--- src/rtl/supmon_pkg.sv ---
package supmon_pkg;
  localparam int CNT_W    = 6;
  localparam int THRESH   = 36;
  localparam int SYNC_N   = 2;
  localparam int FLAG_BIT = 7;
  localparam int SEL_BIT  = 5;
  localparam logic [7:0] WR_MASK  = 8'(1 << SEL_BIT);
  localparam logic [7:0] RSV_MASK = ~(8'(1 << SEL_BIT) | 8'(1 << FLAG_BIT));

  typedef struct packed {
    logic trip_t;
    logic rec_t;
    logic trip_l;
    logic rec_l;
  } cmp_t;
endpackage

--- src/rtl/supmon_sync.sv ---
module supmon_sync #(
  parameter int W = 4,
  parameter int N = 2
) (
  input  logic         clk_i,
  input  logic         rst_ni,
  input  logic [W-1:0] d_i,
  output logic [W-1:0] q_o
);
  logic [W-1:0] stg_q [N];

  for (genvar i = 0; i < N; i++) begin : g_stg
    always_ff @(posedge clk_i or negedge rst_ni) begin
      if (!rst_ni) stg_q[i] <= '0;
      else if (i == 0) stg_q[i] <= d_i;
      else stg_q[i] <= stg_q[(i > 0) ? i-1 : 0];
    end
  end

  assign q_o = stg_q[N-1];
endmodule

--- src/rtl/supmon_filter.sv ---
module supmon_filter
  import supmon_pkg::*;
(
  input  logic clk_i,
  input  logic rst_ni,
  input  cmp_t cmp_i,
  input  logic sel_i,
  input  logic restart_i,
  input  logic active_i,
  output logic flag_o
);
  localparam logic [CNT_W-1:0] THR = CNT_W'(THRESH);

  logic below, above;
  logic [CNT_W-1:0] cnt_q;
  logic flag_q;

  assign below = sel_i ? cmp_i.trip_t : cmp_i.trip_l;
  assign above = sel_i ? cmp_i.rec_t  : cmp_i.rec_l;

  always_ff @(posedge clk_i or negedge rst_ni) begin
    if (!rst_ni) cnt_q <= '0;
    else if (!active_i || restart_i || !below) cnt_q <= '0;
    else if (cnt_q != THR) cnt_q <= cnt_q + 1'b1;
  end

  // recovery wins over trip; band holds
  always_ff @(posedge clk_i or negedge rst_ni) begin
    if (!rst_ni) flag_q <= 1'b0;
    else if (active_i) begin
      if (above) flag_q <= 1'b0;
      else if (cnt_q == THR) flag_q <= 1'b1;
    end
  end

  assign flag_o = flag_q;

  always_comb AST_CNT_SAT: assert (!rst_ni || cnt_q <= THR);

  AST_RISE_NEEDS_RUN: assert property (@(posedge clk_i) disable iff (!rst_ni)
    $rose(flag_o) |-> $past(below) && $past(cnt_q) >= CNT_W'(32));
  AST_ABOVE_CLEARS: assert property (@(posedge clk_i) disable iff (!rst_ni)
    (active_i && above) |=> !flag_o);
  AST_BAND_HOLD: assert property (@(posedge clk_i) disable iff (!rst_ni)
    (active_i && !above && !below) |=> $stable(flag_o));
  AST_IDLE_HOLD: assert property (@(posedge clk_i) disable iff (!rst_ni)
    !active_i |=> $stable(flag_o));
  AST_RESTART: assert property (@(posedge clk_i) disable iff (!rst_ni)
    restart_i |=> cnt_q == '0);
endmodule

--- src/rtl/supmon_regs.sv ---
module supmon_regs
  import supmon_pkg::*;
(
  input  logic       clk_i,
  input  logic       rst_ni,
  input  logic       wr_en_i,
  input  logic [7:0] wr_data_i,
  input  cmp_t       cmp_i,
  input  logic       flag_i,
  output logic       sel_o,
  output logic       sel_chg_o,
  output logic [7:0] rd_data_o,
  output logic       reset_req_o
);
  logic [7:0] ctl_q;
  logic       req_q;
  logic       new_sel, new_below;

  assign new_sel   = wr_data_i[SEL_BIT];
  assign sel_o     = ctl_q[SEL_BIT];
  assign sel_chg_o = wr_en_i && (new_sel != sel_o);
  assign new_below = new_sel ? cmp_i.trip_t : cmp_i.trip_l;

  always_ff @(posedge clk_i or negedge rst_ni) begin
    if (!rst_ni) ctl_q <= '0;
    else if (wr_en_i) ctl_q <= wr_data_i & WR_MASK;
  end

  always_ff @(posedge clk_i or negedge rst_ni) begin
    if (!rst_ni) req_q <= 1'b0;
    else req_q <= sel_chg_o && new_below;
  end

  assign rd_data_o   = ctl_q | (8'(flag_i) << FLAG_BIT);
  assign reset_req_o = req_q;

  always_comb AST_RSV_ZERO: assert (!rst_ni || (rd_data_o & RSV_MASK) == 8'h00);

  AST_SEL_WRITE: assert property (@(posedge clk_i) disable iff (!rst_ni)
    wr_en_i |=> rd_data_o[SEL_BIT] == $past(wr_data_i[SEL_BIT]));
  AST_REQ_CAUSE: assert property (@(posedge clk_i) disable iff (!rst_ni)
    reset_req_o |-> $past(wr_en_i));
endmodule

--- src/rtl/supmon_top.sv ---
module supmon_top
  import supmon_pkg::*;
(
  input  logic       clk_i,
  input  logic       rst_ni,
  input  logic       trip_tight_i,
  input  logic       rec_tight_i,
  input  logic       trip_loose_i,
  input  logic       rec_loose_i,
  input  logic       wr_en_i,
  input  logic [7:0] wr_data_i,
  input  logic       pwr_en_i,
  input  logic       wait_i,
  output logic [7:0] rd_data_o,
  output logic       low_flag_o,
  output logic       reset_req_o
);
  cmp_t cmp_raw, cmp_s;
  logic sel, sel_chg, active, flag;

  assign cmp_raw = '{trip_t: trip_tight_i, rec_t: rec_tight_i,
                     trip_l: trip_loose_i, rec_l: rec_loose_i};
  assign active  = !wait_i || pwr_en_i;

  supmon_sync #(.W($bits(cmp_t)), .N(SYNC_N)) u_sync (
    .clk_i, .rst_ni, .d_i(cmp_raw), .q_o(cmp_s)
  );

  supmon_filter u_filt (
    .clk_i, .rst_ni, .cmp_i(cmp_s), .sel_i(sel), .restart_i(sel_chg),
    .active_i(active), .flag_o(flag)
  );

  supmon_regs u_regs (
    .clk_i, .rst_ni, .wr_en_i, .wr_data_i, .cmp_i(cmp_s), .flag_i(flag),
    .sel_o(sel), .sel_chg_o(sel_chg), .rd_data_o, .reset_req_o
  );

  assign low_flag_o = flag;
endmodule

--- config.mk ---
export PLATFORM = sky130hd
export DESIGN_NAME = supmon_top
export DESIGN_NICKNAME = d
export VERILOG_FILES = /design/src/rtl/supmon_pkg.sv /design/src/rtl/supmon_sync.sv /design/src/rtl/supmon_filter.sv /design/src/rtl/supmon_regs.sv /design/src/rtl/supmon_top.sv
export SDC_FILE = /design/constraint.sdc
export NUM_CORES = 1
export LEC_CHECK = 0
export ABC_CLOCK_PERIOD_IN_PS = 1770
export BUFFER_PORTS_ARGS = -buffer_cell sky130_fd_sc_hd__clkbuf_2
export CAP_MARGIN = 20
export CORE_MARGIN = 8
export CORE_UTILIZATION = 25
export DETAILED_ROUTE_END_ITERATION = 8
export SLEW_MARGIN = 5
export SYNTH_ARGS = -nofsm -noshare
export SYNTH_HDL_FRONTEND = slang
export SYNTH_SLANG_ARGS = --single-unit
--- constraint.sdc ---
create_clock -name clk_i -period 1.77 [get_ports clk_i]
set_clock_uncertainty 0.05 [all_clocks]
set_input_delay 0.354 -clock clk_i [delete_from_list [all_inputs] [get_ports clk_i]]
set_output_delay 0.354 -clock clk_i [all_outputs]
set_load 0.02 [all_outputs]
==> Word level (Yosys, flattened, before mapping) <==
Index checks and enable logic that the tools add are counted.
{ "word_totals": {"register_bits": 17, "inputBits": 17, "out_inout_bits": 10, "elab_cells": 29} }
{ "classes": {"n_addsub": 1, "n_eq_ne": 3, "mux": 7, "n_bitwise": 1, "n_reduce_logical": 11} }
{ "ops": {"columns": ["cell", "n"], "rows": [
  ["$mux W6", 2],
  ["$or A6 B8 Y8", 1],
  ["$add A6 B1 Y6 const B", 1],
  ["$eq A6 B6 Y1 const B", 1],
  ["$ne A6 B6 Y1 const B", 1],
  ["$mux W1", 5],
  ["$reduce_bool A2 Y1", 2],
  ["$logic_not A1 Y1", 3],
  ["$logic_or A1 B1 Y1", 3],
  ["$logic_and A1 B1 Y1", 2],
  ["$reduce_and A2 Y1", 1],
  ["$ne A1 B1 Y1", 1]
]} }

==> Logic depth before layout (Yosys ltp) <==
Gate-level depths: netlist of run 1.
{ "logic_depth": {"depth_word": 6, "ltp_mapped": 5, "ltp_nobuf": 5} }

==> Cells and area by module <==
A second synthesis of run 1 with hierarchy kept.
{ "unflattened": {"hier_cells": 70, "area_unflattened_um2": 825.8} }
{ "modules_own_cells": {"columns": ["module", "n_inst", "cells_each", "area_per_inst_um2", "seq_area_each_um2"], "rows": [
  ["supmon_filter", 1, 39, 409.1, 175.2],
  ["supmon_sync", 1, 12, 230.2, 200.2],
  ["supmon_regs", 1, 18, 180.2, 50.0],
  ["supmon_top", 1, 1, 6.3, 0.0]
]} }

==> Worst setup path before layout of run 1 <==
OpenSTA, ideal clock, no wires.
{ "synth_timing": {"path_kind": "register to register", "startpoint": "register u_regs.ctl_q[5]", "endpoint": "register u_filt.cnt_q[0]", "setup_time_ns": 0.080, "arrival_ns": 1.133, "required_time_ns": 1.640, "slack_ns": 0.507, "stages_incl_launch_ff": 4, "path_buffers": 0, "period_less_slack_ns": 1.263, "path_cell_list": "dfrtp_1 -> xor2_1 -> a221o_1 -> nor3_2"} }
{ "synth_between": {"elab_chain_len": 5, "elab_cells_between_ends": 8, "classes_between": "eq/ne: 1; mux: 2; reduce/logical: 5"} }
{ "synth_rtl": {"columns": ["item", "line", "source"], "rows": [
  ["start: declaration", "supmon_regs.sv:15", "logic [7:0] ctl_q;"],
  ["start signal: assignment", "supmon_regs.sv:26", "else if (wr_en_i) ctl_q <= wr_data_i & WR_MASK;"],
  ["$ne A1 B1 Y1", "supmon_regs.sv:21", "assign sel_chg_o = wr_en_i && (new_sel != sel_o);"],
  ["$logic_and A1 B1 Y1", "supmon_regs.sv:21", null],
  ["$logic_or A1 B1 Y1", "supmon_filter.sv:23", "else if (!active_i || restart_i || !below) cnt_q <= '0;"],
  ["$logic_or A1 B1 Y1 *", "supmon_filter.sv:23", null],
  ["$mux W6 or $reduce_bool A2 Y1 (tied branches)", null, null],
  ["end signal: assignment", "supmon_filter.sv:24", "else if (cnt_q != THR) cnt_q <= cnt_q + 1'b1;"],
  ["end: declaration", "supmon_filter.sv:15", "logic [CNT_W-1:0] cnt_q;"]
]} }
Mark *: on every way between the ends. The rest lies on a longest branch, timed or not.
A chain may end at the register's enable or synchronous reset.

==> Worst setup path after layout of run 1 <==
{ "layout_timing": {"startpoint": "register u_regs.ctl_q[5]", "endpoint": "register u_filt.cnt_q[2]"} }
The elaborated chain is that of the path after synthesis.

==> results.json, run 1 <==
{
  "rows": 20,
  "cts.clk_slew.worst_paths_ps": 110,
  "p_comb_share_pct": 12.9,
  "overflow": 0,
  "final_area_um2": 859.6,
  "clock_path_buffers": 2,
  "synth-seq-cells": 17,
  "vias": 507,
  "grt.busiest_layer": "met2",
  "die_w_um": 71.03,
  "netlist_area_um2": 757.0,
  "async_flop_share_pct": 100.0,
  "cts.sinks": 17,
  "r2r_start": "u_regs.ctl_q[5]",
  "fp.dieArea_um2": 5045,
  "start_util_pct": 25.42,
  "critPathMaxFanout": 6,
  "vdd_drop_max_v": 0.0003612,
  "yosysMostFrequentCell": "dfrtp_1",
  "post-route-drc-count": 0,
  "gr-usage-met3_pct": 1.836,
  "syn2layout_area_growth_pct": 13.55,
  "dpl.hpwl_um": 1038,
  "wire_per_inst_um": 11.63,
  "io_pins": 27,
  "avgViaCountPerCell": 4.447,
  "cts_buffers": 3,
  "grt_max_degree": 18,
  "finalSetupTns_ps": 0,
  "crit_path_end_kind": "flip-flop",
  "finalSetupViolations": 0,
  "yosysWarnings": 0,
  "min_period_ps": 1404,
  "drv_slew": 0,
  "seqPwrFrac_pct": 58.1,
  "chipHeight_um": 71.03,
  "met2_usage_pct": 10.09,
  "drv_cap": 0,
  "crit_required_ps": 1930,
  "p_leak_nw": 0.4087,
  "p_sw_share_pct": 27.31,
  "worst_setup_path_start_kind": "flip-flop",
  "hold_path_end": "u_sync.stg_q[6]",
  "synth_ff_type": "dfrtp_1",
  "synth_edf_count": 0,
  "yosysTopAreaCell": "dfrtp_1",
  "synth_cells": 66,
  "routed_wl_um": 1326,
  "grt_use_total_pct": 5.793,
  "port-buffer-count": 13,
  "cts_setup_buffers": 0,
  "dpl-instance-area_um2": 822.0,
  "clkPwrFrac_pct": 29.0,
  "ys_top_cells_by_area": "dfrtp_1 (56%), buf_4 (7.9%), a21oi_1 (4.0%)",
  "cts-htree-levels": 1,
  "p_switching_w": 0.0001970,
  "drive_gt1_share_pct": 25.93,
  "netlist.area_leader.share_pct": 56.20,
  "synthDistinctLibCells": 22,
  "intPower_w": 0.0005244,
  "final_nets": 101,
  "fin_crit_sh_pct": 79.31,
  "use_met1_pct": 4.856,
  "rr_endpoint": "u_filt.cnt_q[2]",
  "cts_tree": "yes",
  "core_um2": 2978,
  "synthTopCellsByCount": "dfrtp_1 (17), buf_4 (8), a21oi_1 (6), inv_1 (4), nand2_1 (4)",
  "clock_latency_ps": 300,
  "holdCritPathClass": "primary input to flip-flop",
  "grt_pass1_wl_um": 2221,
  "crit_type": "flip-flop to flip-flop",
  "p_per_area_nw_per_um2": 839.3,
  "status": "finished, final reports clean",
  "cts-root-buf": "clkbuf_4",
  "n_antenna_cell": 0,
  "whs_path_depth": 1,
  "avgSynthCellArea_um2": 11.47,
  "hold_viol": 0,
  "gp_congestion": 0.7211,
  "grt_pass1_vias": 533,
  "reg2reg_depth": 3,
  "first_iter_violations": 18,
  "ant_nets": 0,
  "rrSetupSlack_ps": 370,
  "hp-start": "rec_tight_i",
  "rsz0062_at_grt": "false",
  "dr.pass1.iters": 4,
  "antenna_found_initial": 0,
  "ys_seq_area_share_pct": 56.20,
  "fmax_mhz": 712.3,
  "worstPathArrival_ps": 1570
}
[worst max path at each step]
stage,start,to,cells after the start
2_1_floorplan,u_regs.ctl_q[5],u_filt.cnt_q[0],3
3_3_place_gp,u_regs.ctl_q[5],u_filt.cnt_q[2],3
3_5_place_dp,u_regs.ctl_q[5],u_filt.cnt_q[2],3
4_1_cts,u_regs.ctl_q[5],u_filt.cnt_q[2],3
5_1_grt,u_regs.ctl_q[5],u_filt.cnt_q[2],3
6_report,u_regs.ctl_q[5],u_filt.cnt_q[2],3
[metrics by stage]
stage / std cells / hold slack [ps] / util, % / setup slack [ps] / power (W)
after CTS: 114 / 103.3 / 28.87 / 342.6 / 0.0007294
final: 114 / 109.4 / 28.87 / 366.2 / 0.0007214
after global routing: 114 / 89.47 / 28.87 / 260.6 / 0.0007616
after detailed placement: 109 / 250.2 / 27.61 / 361.1 / 0.0005198
after global placement: 109 / 248.4 / 27.61 / 413.2 / 0.0005131
after floorplan: 71 / 8.409 / - / 506.9 / 0.0004960
[metal layers]
layer  wire, um  part of all wire (%)  up-vias
met5          0                     0        -
met4         55                   4.1        0
met3         69                   5.2        5
met2        698                    53       14
met1        504                    38      248
li1           -                     -      240
[cells by family (layout without fill, tap and decap cells)]
logic type                 after synthesis  in the layout  synth area share, %
muxes                                    4              4                5.620
other                                    1              6               0.4954
adders and majority gates                2              2                3.305
buffers and inverters                   12             22                9.917
AOI/OAI and AO/OA                       11             11                8.596
and+or+nand+nor                         17             17                13.55
xor gates and xnor gates                 2              2                2.314
DFF                                     17             17                56.20
[layout make-up]
class	count	area (um^2)
flip-flops and latches	17	425.4
clock buffers	3	22.52
inverters	4	15.01
well taps	33	41.29
repair buffers	14	75.07
fillers	316	2118
clock inverters	1	5.005
multi-input cells	42	275.3
[what timing repair did]
action                                 CTS  global route
resized for setup                        0             0
hold buffers                             1             0
endpoints found under the hold margin   17             0
[power groups by stage]
stage | clock network [W] | registers (W) | logic [W]
final | 0.000209 | 0.000419 | 0.0000932
after global routing | 0.000233 | 0.000423 | 0.000105
after CTS | 0.000215 | 0.000419 | 0.0000947
after detailed placement | 0 | 0.000427 | 0.0000925
after global placement | 0 | 0.000426 | 0.0000871
after floorplan | 0 | 0.000426 | 0.0000700
[registers in the layout, indices dropped and copies added (netlist names)]
name	cells
u_filt.cnt_q	6
u_regs.ctl_q	1
u_sync.stg_q	4
u_regs.reset_req_o	1
u_filt.flag_o	1
u_sync.q_o	4
[critical path, stage by stage, from the launching register on]
cell and delay (ps):
dfrtp_1 460, xor2_1 200, a221o_1 420, nor3_2 200
[placed cells by master (no fill, tap or decap)]
cell / count
a211o_1: 1
nor3_1: 1
a221o_1: 1
dlygate4sd3_1: 1
or3_1: 1
mux2i_1: 2
nand2b_1: 1
nor2_1: 3
nand3_1: 3
a21oi_1: 6
and4bb_1: 1
ha_1: 2
clkbuf_4: 3
clkinv_2: 1
inv_1: 4
dfrtp_1: 17
o21ai_0: 2
mux2_2: 2
xor2_1: 2
a31oi_1: 1
conb_1: 6
clkbuf_2: 13
nor3_2: 2
nand2_1: 4
nand4bb_1: 1
Power figures use the tool's default switching activity.
==> run 2, diff against run 1 <==
--- a/config.mk
+++ b/config.mk
@@ -5,7 +5,7 @@
 export SDC_FILE = /design/constraint.sdc
 export NUM_CORES = 1
 export LEC_CHECK = 0
-export ABC_CLOCK_PERIOD_IN_PS = 1770
+export ABC_CLOCK_PERIOD_IN_PS = 1400
 export BUFFER_PORTS_ARGS = -buffer_cell sky130_fd_sc_hd__clkbuf_2
 export CAP_MARGIN = 20
 export CORE_MARGIN = 8
==> constraint.sdc (replaced) <==
create_clock -name clk_i -period 1.4 [get_ports clk_i]
set_clock_uncertainty 0.05 [all_clocks]
set_input_delay 0.28 -clock clk_i [delete_from_list [all_inputs] [get_ports clk_i]]
set_output_delay 0.28 -clock clk_i [all_outputs]
set_load 0.02 [all_outputs]
==> run 2 against run 1 <==
Net effect: sequential share of layout area decreased by 1.1 points; worst hold slack worse by 61 ps; routed wire length increased by 5.3%; utilization grew 0.63 points; worst setup slack got worse by 300 ps; clock power grew 22%; combinational power increased by 34%; design area up 2.2%; total power increased by 26%.
==> results.json, run 2 (synthesized netlist as in run 1, its figures left out) <==
{
  "whs_path_depth": 1,
  "n_antenna_cell": 0,
  "grt_pass1_vias": 556,
  "finalPower_w": 0.0009071,
  "regMostFlops": "u_filt.cnt_q",
  "worstPathArrival_ps": 1010,
  "drv_slew": 0,
  "p_leak_nw": 0.4183,
  "layout.cells.most_common": "dfrtp_1",
  "die_w_um": 71.03,
  "crit_required_ps": 1070,
  "rrSetupSlack_ps": 80,
  "post-route-drc-count": 0,
  "chipHeight_um": 71.03,
  "fillers": 310,
  "min_period_ps": 1336,
  "final_nets": 103,
  "fmax_mhz": 748.5,
  "layout_common_cells": "dfrtp_1 (17), clkbuf_2 (13), a21oi_1 (6), conb_1 (6)",
  "reg2reg_depth": 3,
  "p_per_area_nw_per_um2": 1033,
  "critPathMaxFanout": 3,
  "wire_per_inst_um": 12.03,
  "overflow": 0,
  "port-buffer-count": 13,
  "dr.pass1.iters": 4,
  "cts.clk_slew.worst_paths_ps": 90,
  "finalSetupTns_ps": 0,
  "drv_cap": 0,
  "worst_setup_path_start_kind": "flip-flop",
  "io_pins": 27,
  "cts_buffers": 3,
  "drive_gt1_share_pct": 30.12,
  "ant_nets": 0,
  "fp.dieArea_um2": 5045,
  "status": "finished, final reports clean",
  "routed_wl_um": 1396,
  "clock_latency_ps": 280,
  "antenna_found_initial": 0,
  "cts_tree": "yes",
  "largest_register_ffs": 6,
  "holdCritPathClass": "primary input to flip-flop",
  "vias": 503,
  "core_um2": 2978,
  "cts.sinks": 17,
  "avgViaCountPerCell": 4.336,
  "rsz0062_at_grt": "true",
  "crit_path_end_kind": "primary output",
  "multi_input_area_um2": 279.0,
  "start_util_pct": 25.42,
  "rows": 20,
  "gp_congestion": 0.7294,
  "grt_use_total_pct": 6.149,
  "cts-htree-levels": 1,
  "clock_path_buffers": 2,
  "seqCellArea_um2": 425.4,
  "hold_viol": 0,
  "first_iter_violations": 5,
  "dpl.hpwl_um": 1101,
  "syn2layout_area_growth_pct": 16.03,
  "finalSetupViolations": 0,
  "fin_crit_sh_pct": 95.43,
  "vdd_drop_max_v": 0.0003580,
  "grt_max_degree": 18,
  "crit_type": "flip-flop to primary output",
  "grt_pass1_wl_um": 2394,
  "cts_setup_buffers": 0,
  "cts-root-buf": "clkbuf_4"
}
[run 2: cell types whose count changed in the layout (fill, tap and decap cells not counted), sizes merged]
cell and change:
buf +2
[run 2: final cells by class]
cell class / instances / share of cell area (%)
flip-flops and latches: 17 / 48.43
multi-input cells: 42 / 31.77
repair buffers: 16 / 10.26
well taps: 33 / 4.701
clock buffers: 3 / 2.564
inverters: 4 / 1.709
clock inverters: 1 / 0.5698
[run 2: where the power goes]
part	total [W]	leakage (nW)	switching [W]	internal [W]
combinational	0.000125	0.186	0.0000766	0.0000485
sequential	0.000528	0.215	0.0000144	0.000514
clock	0.000254	0.0177	0.000148	0.000106
total	0.000907	0.418	0.000239	0.000668
[run 2: per-stage QoR]
stage	cell area (um^2)	hold slack, ps	setup WS, ps	std cells	utilization [%]
after floorplan	775.7	-65.59	136.9	71	-
after global placement	837.1	172.1	105.8	111	28.11
after detailed placement	837.1	177.8	58.03	111	28.11
after CTS	874.6	35.63	32.77	116	29.37
after global routing	878.3	24.25	-6.753	116	29.50
final	878.3	48.49	63.96	116	29.50
[run 2: final timing paths]
check | from | endpoint
min in group asynchronous | rst_ni | u_filt.cnt_q[0]
max in group asynchronous | rst_ni | u_sync.stg_q[5]
hold reg to reg | u_sync.stg_q[7] | u_sync.q_o[3]
setup reg to reg | u_regs.ctl_q[5] | u_filt.cnt_q[2]
hold / removal | rec_loose_i | u_sync.stg_q[4]
setup / recovery | u_regs.ctl_q[5] | rd_data_o[5]
[run 2: worst max-delay path, cell delays in order, from the launching register on]
cell,delay [ps]
dfrtp_1,420
buf_4,160
clkbuf_2,150
[run 2: routing by layer]
layer | global-route usage, % | wire length [um]
met2 | 11.23 | 781
met3 | 1.836 | 66
met4 | 5.543 | 27
met5 | 0 | 0
met1 | 5.281 | 521
[run 2: what timing repair did]
action / 4_1_cts / 5_1_grt
hold buffers: 1 / 0
resized for setup: 0 / 2
hold endpoints to repair: 17 / 0
setup endpoints to repair: 0 / 4
